File: src/rtl/ilv_mux_pkg.sv
package ilv_mux_pkg;

    parameter int unsigned ILV_MAX   = 4;
    parameter int unsigned LANE_W    = 18;
    parameter int unsigned LANES     = 2;
    parameter int unsigned PORT_W    = LANE_W * LANES;
    parameter int unsigned IDX_W     = $clog2(ILV_MAX);
    parameter int unsigned BUS_W     = PORT_W * ILV_MAX;
    parameter int unsigned TWO_WAY_N = 2;

    typedef logic [LANE_W-1:0] lane_t;

    // lane 1 is the upper half of a slice word
    typedef struct packed {
        lane_t hi;
        lane_t lo;
    } port_word_t;

    typedef port_word_t [ILV_MAX-1:0] line_t;
    typedef logic [IDX_W-1:0]         ilv_idx_t;
    typedef logic [ILV_MAX-1:0]       ilv_mask_t;

    typedef enum logic [1:0] {
        SQ_IDLE = 2'd0,
        SQ_READ = 2'd1,
        SQ_FILL = 2'd2,
        SQ_PUSH = 2'd3
    } seq_state_t;

    function automatic ilv_idx_t last_index(input logic two_way);
        return two_way ? ilv_idx_t'(TWO_WAY_N - 1) : ilv_idx_t'(ILV_MAX - 1);
    endfunction

    function automatic ilv_mask_t active_mask(input logic two_way);
        ilv_mask_t m;
        for (int i = 0; i < ILV_MAX; i++) begin
            m[i] = two_way ? (i < TWO_WAY_N) : 1'b1;
        end
        return m;
    endfunction

endpackage

File: src/rtl/ilv_seq_ctrl.sv
module ilv_seq_ctrl
    import ilv_mux_pkg::*;
(
    input  logic       clk,
    input  logic       rst,
    input  logic       start,
    input  logic       dir_write,
    input  logic       two_way_mode,
    output seq_state_t state,
    output ilv_idx_t   idx,
    output logic       mode_two_way,
    output logic       cap_en,
    output logic       fill_en,
    output ilv_idx_t   fill_idx,
    output logic       done
);

    seq_state_t state_q;
    ilv_idx_t   idx_q;
    logic       mode_q;
    logic       done_q;
    logic       accept;

    assign accept = (state_q == SQ_IDLE) && start;

    always_ff @(posedge clk) begin
        if (rst) begin
            state_q <= SQ_IDLE;
            idx_q   <= '0;
            mode_q  <= 1'b0;
            done_q  <= 1'b0;
        end else begin
            done_q <= 1'b0;
            unique case (state_q)
                SQ_IDLE: begin
                    if (start) begin
                        mode_q  <= two_way_mode;
                        idx_q   <= dir_write ? ilv_idx_t'(1) : '0;
                        state_q <= dir_write ? SQ_FILL : SQ_READ;
                    end
                end
                SQ_READ: begin
                    if (idx_q == last_index(mode_q)) begin
                        state_q <= SQ_IDLE;
                        idx_q   <= '0;
                        done_q  <= 1'b1;
                    end else begin
                        idx_q <= idx_q + 1'b1;
                    end
                end
                SQ_FILL: begin
                    if (idx_q == last_index(mode_q)) begin
                        state_q <= SQ_PUSH;
                        idx_q   <= '0;
                    end else begin
                        idx_q <= idx_q + 1'b1;
                    end
                end
                SQ_PUSH: begin
                    state_q <= SQ_IDLE;
                    done_q  <= 1'b1;
                end
                default: state_q <= SQ_IDLE;
            endcase
        end
    end

    assign state        = state_q;
    assign idx          = idx_q;
    assign mode_two_way = mode_q;
    assign done         = done_q;
    assign cap_en       = accept && !dir_write;
    assign fill_en      = (accept && dir_write) || (state_q == SQ_FILL);
    assign fill_idx     = (state_q == SQ_IDLE) ? '0 : idx_q;

endmodule

File: src/rtl/ilv_capture_bank.sv
module ilv_capture_bank
    import ilv_mux_pkg::*;
(
    input  logic       clk,
    input  logic       rst,
    input  logic       cap_en,
    input  line_t      dram_words,
    input  logic       fill_en,
    input  ilv_idx_t   fill_idx,
    input  port_word_t host_word,
    output line_t      held
);

    for (genvar g = 0; g < ILV_MAX; g++) begin : g_ilv
        port_word_t reg_q;

        always_ff @(posedge clk) begin
            if (rst) begin
                reg_q <= '0;
            end else if (cap_en) begin
                reg_q <= dram_words[g];
            end else if (fill_en && (fill_idx == ilv_idx_t'(g))) begin
                reg_q <= host_word;
            end
        end

        assign held[g] = reg_q;
    end

endmodule

File: src/rtl/ilv_dir_gate.sv
module ilv_dir_gate
    import ilv_mux_pkg::*;
(
    input  seq_state_t state,
    input  ilv_idx_t   idx,
    input  logic       mode_two_way,
    input  line_t      held,
    output port_word_t host_word,
    output logic       host_oe,
    output line_t      dram_words,
    output ilv_mask_t  dram_oe,
    output logic       wr_ready
);

    logic push;

    assign push     = (state == SQ_PUSH);
    assign host_oe  = (state == SQ_READ);
    assign wr_ready = push;
    assign dram_oe  = push ? active_mask(mode_two_way) : '0;

    always_comb begin
        host_word = '0;
        if (host_oe) begin
            host_word = held[idx];
        end
    end

    for (genvar g = 0; g < ILV_MAX; g++) begin : g_out
        assign dram_words[g] = dram_oe[g] ? held[g] : '0;
    end

endmodule

File: src/rtl/ilv_mux_slice.sv
module ilv_mux_slice
    import ilv_mux_pkg::*;
(
    input  logic                 clk,
    input  logic                 rst,
    input  logic                 two_way_mode,
    input  logic                 dir_write,
    input  logic                 start,
    input  logic [BUS_W-1:0]     dram_rd_data,
    output logic [BUS_W-1:0]     dram_wr_data,
    output logic [ILV_MAX-1:0]   dram_oe,
    input  logic [PORT_W-1:0]    host_din,
    output logic [PORT_W-1:0]    host_dout,
    output logic                 host_oe,
    output logic                 wr_ready,
    output logic                 burst_done
);

    seq_state_t state;
    ilv_idx_t   idx;
    ilv_idx_t   fill_idx;
    logic       mode_two_way;
    logic       cap_en;
    logic       fill_en;
    line_t      held;
    line_t      dram_in;
    line_t      dram_out;
    port_word_t host_out;

    assign dram_in = line_t'(dram_rd_data);

    ilv_seq_ctrl u_seq (
        .clk          (clk),
        .rst          (rst),
        .start        (start),
        .dir_write    (dir_write),
        .two_way_mode (two_way_mode),
        .state        (state),
        .idx          (idx),
        .mode_two_way (mode_two_way),
        .cap_en       (cap_en),
        .fill_en      (fill_en),
        .fill_idx     (fill_idx),
        .done         (burst_done)
    );

    ilv_capture_bank u_bank (
        .clk        (clk),
        .rst        (rst),
        .cap_en     (cap_en),
        .dram_words (dram_in),
        .fill_en    (fill_en),
        .fill_idx   (fill_idx),
        .host_word  (port_word_t'(host_din)),
        .held       (held)
    );

    ilv_dir_gate u_gate (
        .state        (state),
        .idx          (idx),
        .mode_two_way (mode_two_way),
        .held         (held),
        .host_word    (host_out),
        .host_oe      (host_oe),
        .dram_words   (dram_out),
        .dram_oe      (dram_oe),
        .wr_ready     (wr_ready)
    );

    assign host_dout    = host_out;
    assign dram_wr_data = dram_out;

endmodule

File: config.mk
export PLATFORM = sky130hd
export DESIGN_NAME = ilv_mux_slice
export DESIGN_NICKNAME = d
export VERILOG_FILES = /design/src/rtl/ilv_mux_pkg.sv /design/src/rtl/ilv_seq_ctrl.sv /design/src/rtl/ilv_capture_bank.sv /design/src/rtl/ilv_dir_gate.sv /design/src/rtl/ilv_mux_slice.sv
export SDC_FILE = /design/constraint.sdc
export NUM_CORES = 1
export LEC_CHECK = 0
export ABC_CLOCK_PERIOD_IN_PS = 4730
export BUFFER_PORTS_ARGS = -buffer_cell sky130_fd_sc_hd__buf_2
export CAP_MARGIN = 30
export CORE_AREA = 4 4 143 145
export DETAILED_ROUTE_END_ITERATION = 10
export DIE_AREA = 0 0 147 149
export GPL_TIMING_DRIVEN = 1
export PLACE_DENSITY = 0.84
export SLEW_MARGIN = 10
export SYNTH_ARGS = -nofsm -noshare
export SYNTH_HDL_FRONTEND = slang
export SYNTH_SLANG_ARGS = --single-unit
File: constraint.sdc
create_clock -name clk -period 4.73 [get_ports clk]
set_input_delay 0.2365 -clock clk [delete_from_list [all_inputs] [get_ports clk]]
set_output_delay 0.2365 -clock clk [all_outputs]
set_load 0.02 [all_outputs]
==> run_summary.xml <==
<?xml version="1.0" encoding="UTF-8"?>
<metrics>
  <group name="run_status">
    <metric name="outcome" unit="">complete, no violations</metric>
  </group>
  <group name="global_routing">
    <metric name="antenna_found_initial" unit="">2</metric>
    <metric name="global_routing_met2_resource_utilization" unit="">0.4752</metric>
    <metric name="gr-total-overflow" unit="">0</metric>
    <metric name="number_of_global_route_vias_before_repair" unit="">9091</metric>
    <metric name="track_usage" unit="">0.2825</metric>
    <metric name="globalRoute.busiestLayer" unit="">met2</metric>
    <metric name="first_pass_grt_wire_length" unit="mm">49.05</metric>
    <metric name="largest_net_degree_at_the_start_of_global_routing" unit="">79</metric>
    <metric name="grtUsageMet3" unit="">0.06320</metric>
    <metric name="grt.met1_usage" unit="">0.3497</metric>
  </group>
  <group name="floorplanning">
    <metric name="die-width" unit="um">147</metric>
    <metric name="initial_core_util" unit="">0.4518</metric>
    <metric name="floorplan.rows" unit="">51</metric>
    <metric name="io_pins" unit="">372</metric>
    <metric name="floorplan.die_area" unit="sq um">21900</metric>
    <metric name="dieHeight" unit="um">149</metric>
    <metric name="placeableCoreArea" unit="sq um">19210</metric>
  </group>
  <group name="yosys">
    <metric name="syn_inst" unit="">989</metric>
    <metric name="synth.area.mux_share" unit="">0.09344</metric>
    <metric name="number_of_synthesized_register_bits" unit="">150</metric>
    <metric name="synth-warning-count" unit="">0</metric>
    <metric name="synth_compound_area_frac" unit="">0.1569</metric>
    <metric name="synth_xor_area_frac" unit="">0.001009</metric>
    <metric name="synthSimpleGateAreaFrac" unit="">0.3286</metric>
    <metric name="post_synth_num_cell_types" unit="">36</metric>
    <metric name="dominant_combinational_cell_family_by_area_after_synthesis" unit="">simple AND/OR/NAND/NOR gates</metric>
    <metric name="synthAdderAreaFrac" unit="">0.005768</metric>
    <metric name="synth_seq_area_share" unit="">0.3461</metric>
    <metric name="avgSynthCellArea" unit="sq um">8.774</metric>
    <metric name="mappedNetlistArea" unit="sq um">8677</metric>
    <metric name="synth_fp_nets" unit="">1178</metric>
  </group>
  <group name="final_layout">
    <metric name="final-instance-count-excl-fill" unit="">1578</metric>
    <metric name="layout.nets" unit="">1487</metric>
    <metric name="drive_above_1_share" unit="">0.3837</metric>
    <metric name="final_core_util" unit="">0.5795</metric>
    <metric name="syn_to_final_growth" unit="%">28.28</metric>
  </group>
  <group name="job">
    <metric name="drv.max_cap_violation_count" unit="">0</metric>
  </group>
  <group name="clocking">
    <metric name="clk_transition_reported_paths" unit="ns">0.06</metric>
    <metric name="tritoncts" unit="">yes</metric>
    <metric name="postCtsSetupRepairBufs" unit="">0</metric>
    <metric name="postCtsHoldBufs" unit="">0</metric>
    <metric name="clockRootBuffer" unit="">sky130_fd_sc_hd__clkbuf_16</metric>
    <metric name="cts_made_buffers" unit="">17</metric>
    <metric name="htree_num_levels" unit="">4</metric>
    <metric name="number_of_instances_resized_during_post_cts_repair" unit="">0</metric>
    <metric name="cts_num_sinks" unit="">150</metric>
    <metric name="worst_skew_pair_latency" unit="ns">0.41</metric>
    <metric name="maximum_buffer_depth_of_the_clock_tree" unit="">2</metric>
  </group>
  <group name="drt">
    <metric name="vias_per_cell" unit="">5.757</metric>
    <metric name="drt-initial-drc-count" unit="">719</metric>
    <metric name="vias" unit="">9085</metric>
    <metric name="postRouteWirelength" unit="mm">31.92</metric>
    <metric name="detail_route.first_pass.iterations" unit="">5</metric>
    <metric name="drt.antenna.violating_nets" unit="">0</metric>
    <metric name="drc" unit="">0</metric>
    <metric name="avgRoutedWirePerCell" unit="um">20.23</metric>
  </group>
  <group name="timing">
    <metric name="timing.max_slew.rel_slack" unit="">0.3097</metric>
    <metric name="max_freq" unit="GHz">0.3445</metric>
    <metric name="finalHoldViolations" unit="">0</metric>
    <metric name="timing_worst_slew_pin_value" unit="ns">1.035</metric>
    <metric name="fin_ws" unit="ns">1.827</metric>
    <metric name="min_period" unit="ns">2.903</metric>
    <metric name="period_share" unit="">0.6137</metric>
    <metric name="finalMaxSlewViolations" unit="">0</metric>
    <metric name="setup-violations-final" unit="">0</metric>
    <metric name="totalNegativeSetupSlack" unit="ns">0</metric>
    <metric name="finClkSkew" unit="ns">0.007741</metric>
    <metric name="setup_repair_after_global_routing_missed_its_margin" unit="">no</metric>
  </group>
  <group name="worst_setup_path">
    <metric name="timing.critical_path.to_type" unit="">output pin</metric>
    <metric name="critical_path_arrival" unit="ns">2.67</metric>
    <metric name="path_max_fanout" unit="">24</metric>
    <metric name="worst-endpoint-required" unit="ns">4.49</metric>
    <metric name="critPathKind" unit="">flip-flop to output pin</metric>
    <metric name="critical_path.startpoint_type" unit="">flip-flop</metric>
  </group>
  <group name="placement">
    <metric name="dp.final_hpwl" unit="mm">21.74</metric>
    <metric name="gp_routability_congestion" unit="">0.9131</metric>
    <metric name="port_buffers" unit="">371</metric>
    <metric name="placedCellCount" unit="">1544</metric>
    <metric name="preCtsSetupSlack" unit="ns">1.999</metric>
  </group>
  <group name="power_and_ir_drop">
    <metric name="total_power" unit="W">0.005532</metric>
    <metric name="cellLeakagePower" unit="nW">4.970</metric>
    <metric name="worst_ir_drop_vdd" unit="mV">0.2407</metric>
    <metric name="powerDensity" unit="nW/um^2">497.0</metric>
  </group>
  <group name="min_path">
    <metric name="min_path_type" unit="">input pin to flip-flop</metric>
  </group>
</metrics>
==> layout by cell type (no fill, tap or decap), drive strengths merged, types with 2 or more instances in the layout <==
master,Yosys,routed
mux4,36,36
o31ai,2,2
o21ai,6,6
a21o,2,2
bufinv,0,5
diode,0,2
inv,6,9
nand2,4,4
a31oi,5,5
dfxtp,150,150
a211oi,144,144
nor3,145,145
nand3,2,2
buf,57,388
nand3b,2,2
clkbuf,41,22
nand2b,4,4
nor2,150,150
ha,4,4
a21oi,4,4
and2,216,216
nor2b,2,2
==> cell families after synthesis <==
kind of cell    Yosys count
compound gates          167
buf+inv                 104
flops                   150
mux                      36
xor+xnor                  1
simple gates            527
fa+ha+maj                 4
==> worst max-delay path, stage by stage (launching register included) <==
cell and delay, ns:
sky130_fd_sc_hd__dfxtp_2 0.81, sky130_fd_sc_hd__buf_4 0.55, sky130_fd_sc_hd__mux4_2 0.56, sky130_fd_sc_hd__and2_1 0.18, sky130_fd_sc_hd__buf_2 0.16
==> Yosys cell counts <==
master                      number  share of area
sky130_fd_sc_hd__buf_6          17          0.022
sky130_fd_sc_hd__mux4_2         36          0.093
sky130_fd_sc_hd__o21ai_0         3         0.0017
sky130_fd_sc_hd__a31oi_4         3         0.0074
sky130_fd_sc_hd__clkbuf_1       41          0.018
sky130_fd_sc_hd__nor3_1        122          0.070
sky130_fd_sc_hd__inv_1           5         0.0022
sky130_fd_sc_hd__ha_1            4         0.0058
sky130_fd_sc_hd__o21a_1          1        0.00087
sky130_fd_sc_hd__buf_1           1        0.00043
sky130_fd_sc_hd__and3b_1         1         0.0010
sky130_fd_sc_hd__o311a_1         1         0.0012
sky130_fd_sc_hd__and2_1        216           0.16
sky130_fd_sc_hd__nor2_1        150          0.065
sky130_fd_sc_hd__buf_2          29          0.017
sky130_fd_sc_hd__o21ai_2         3         0.0030
sky130_fd_sc_hd__a211oi_2       13          0.019
sky130_fd_sc_hd__nand3b_1        2         0.0017
sky130_fd_sc_hd__and2b_4         1         0.0012
sky130_fd_sc_hd__xor2_1          1         0.0010
sky130_fd_sc_hd__nand2b_1        4         0.0029
sky130_fd_sc_hd__dfxtp_1       150           0.35
sky130_fd_sc_hd__a21oi_1         4         0.0023
sky130_fd_sc_hd__o2bb2ai_1       1         0.0010
sky130_fd_sc_hd__o31ai_1         1        0.00087
sky130_fd_sc_hd__nand3_1         2         0.0012
sky130_fd_sc_hd__a31oi_1         2         0.0014
sky130_fd_sc_hd__nand2_1         4         0.0017
sky130_fd_sc_hd__a211oi_1      131           0.11
sky130_fd_sc_hd__nor3_2         23          0.027
sky130_fd_sc_hd__inv_2           1        0.00043
sky130_fd_sc_hd__a22oi_1         1        0.00087
sky130_fd_sc_hd__a21o_1          2         0.0017
sky130_fd_sc_hd__o31ai_4         1         0.0025
sky130_fd_sc_hd__nor2b_1         2         0.0014
sky130_fd_sc_hd__buf_4          10         0.0087
==> stage by stage <==
step | hold slack (ns) | cell area (sq um)
floorplan | 0.3840 | 8677
global route | 0.09137 | 11130
detailed placement | 0.4883 | 10480
CTS | 0.08745 | 11130
global placement | 0.4826 | 10480
finish | 0.1054 | 11130
==> layer usage <==
layer | vias to the layer above | share of wire
met2 | 648 | 0.49
met5 | - | 0
met1 | 4247 | 0.37
met3 | 78 | 0.10
met4 | 0 | 0.031
li1 | 4112 | -
==> worst paths after layout <==
check / from / end / slack (ns) / cells past startpoint
worst min register to register: u_bank.held[39] / u_bank.held[39] / 0.50 / 2
worst max-delay path: u_seq.idx[0] / host_dout[31] / 1.83 / 4
worst max register to register: u_seq.state[1] / u_bank.held[127] / 2.00 / 7
worst min-delay path: two_way_mode / u_seq.mode_two_way / 0.11 / 3
==> power by group <==
group          leakage (nW)  total (W)  internal (W)  switching, W
registers              1.24    0.00192       0.00161      0.000313
logic                  3.42    0.00209      0.000818       0.00128
clock network         0.310    0.00151      0.000959      0.000555
total                  4.97    0.00553       0.00339       0.00214
==> final cells by class <==
class	count	area, sq um
Clock buffer	22	454.2
Antenna cell	2	5.005
Timing Repair Buffer	388	1999
Tap cell	265	331.6
Multi-Input combinational cell	735	5120
Inverter	6	22.52
Fill cell	1692	8077
Sequential cell	150	3005
Clock inverter	10	192.7
==> flip-flops by register name, summed over array words and instances, names as in the netlist <==
register,count
u_seq.mode_two_way,1
u_bank.held,144
u_seq.state,2
u_seq.done,1
u_seq.idx,2
No activity file was read; power rests on OpenSTA's default activity.
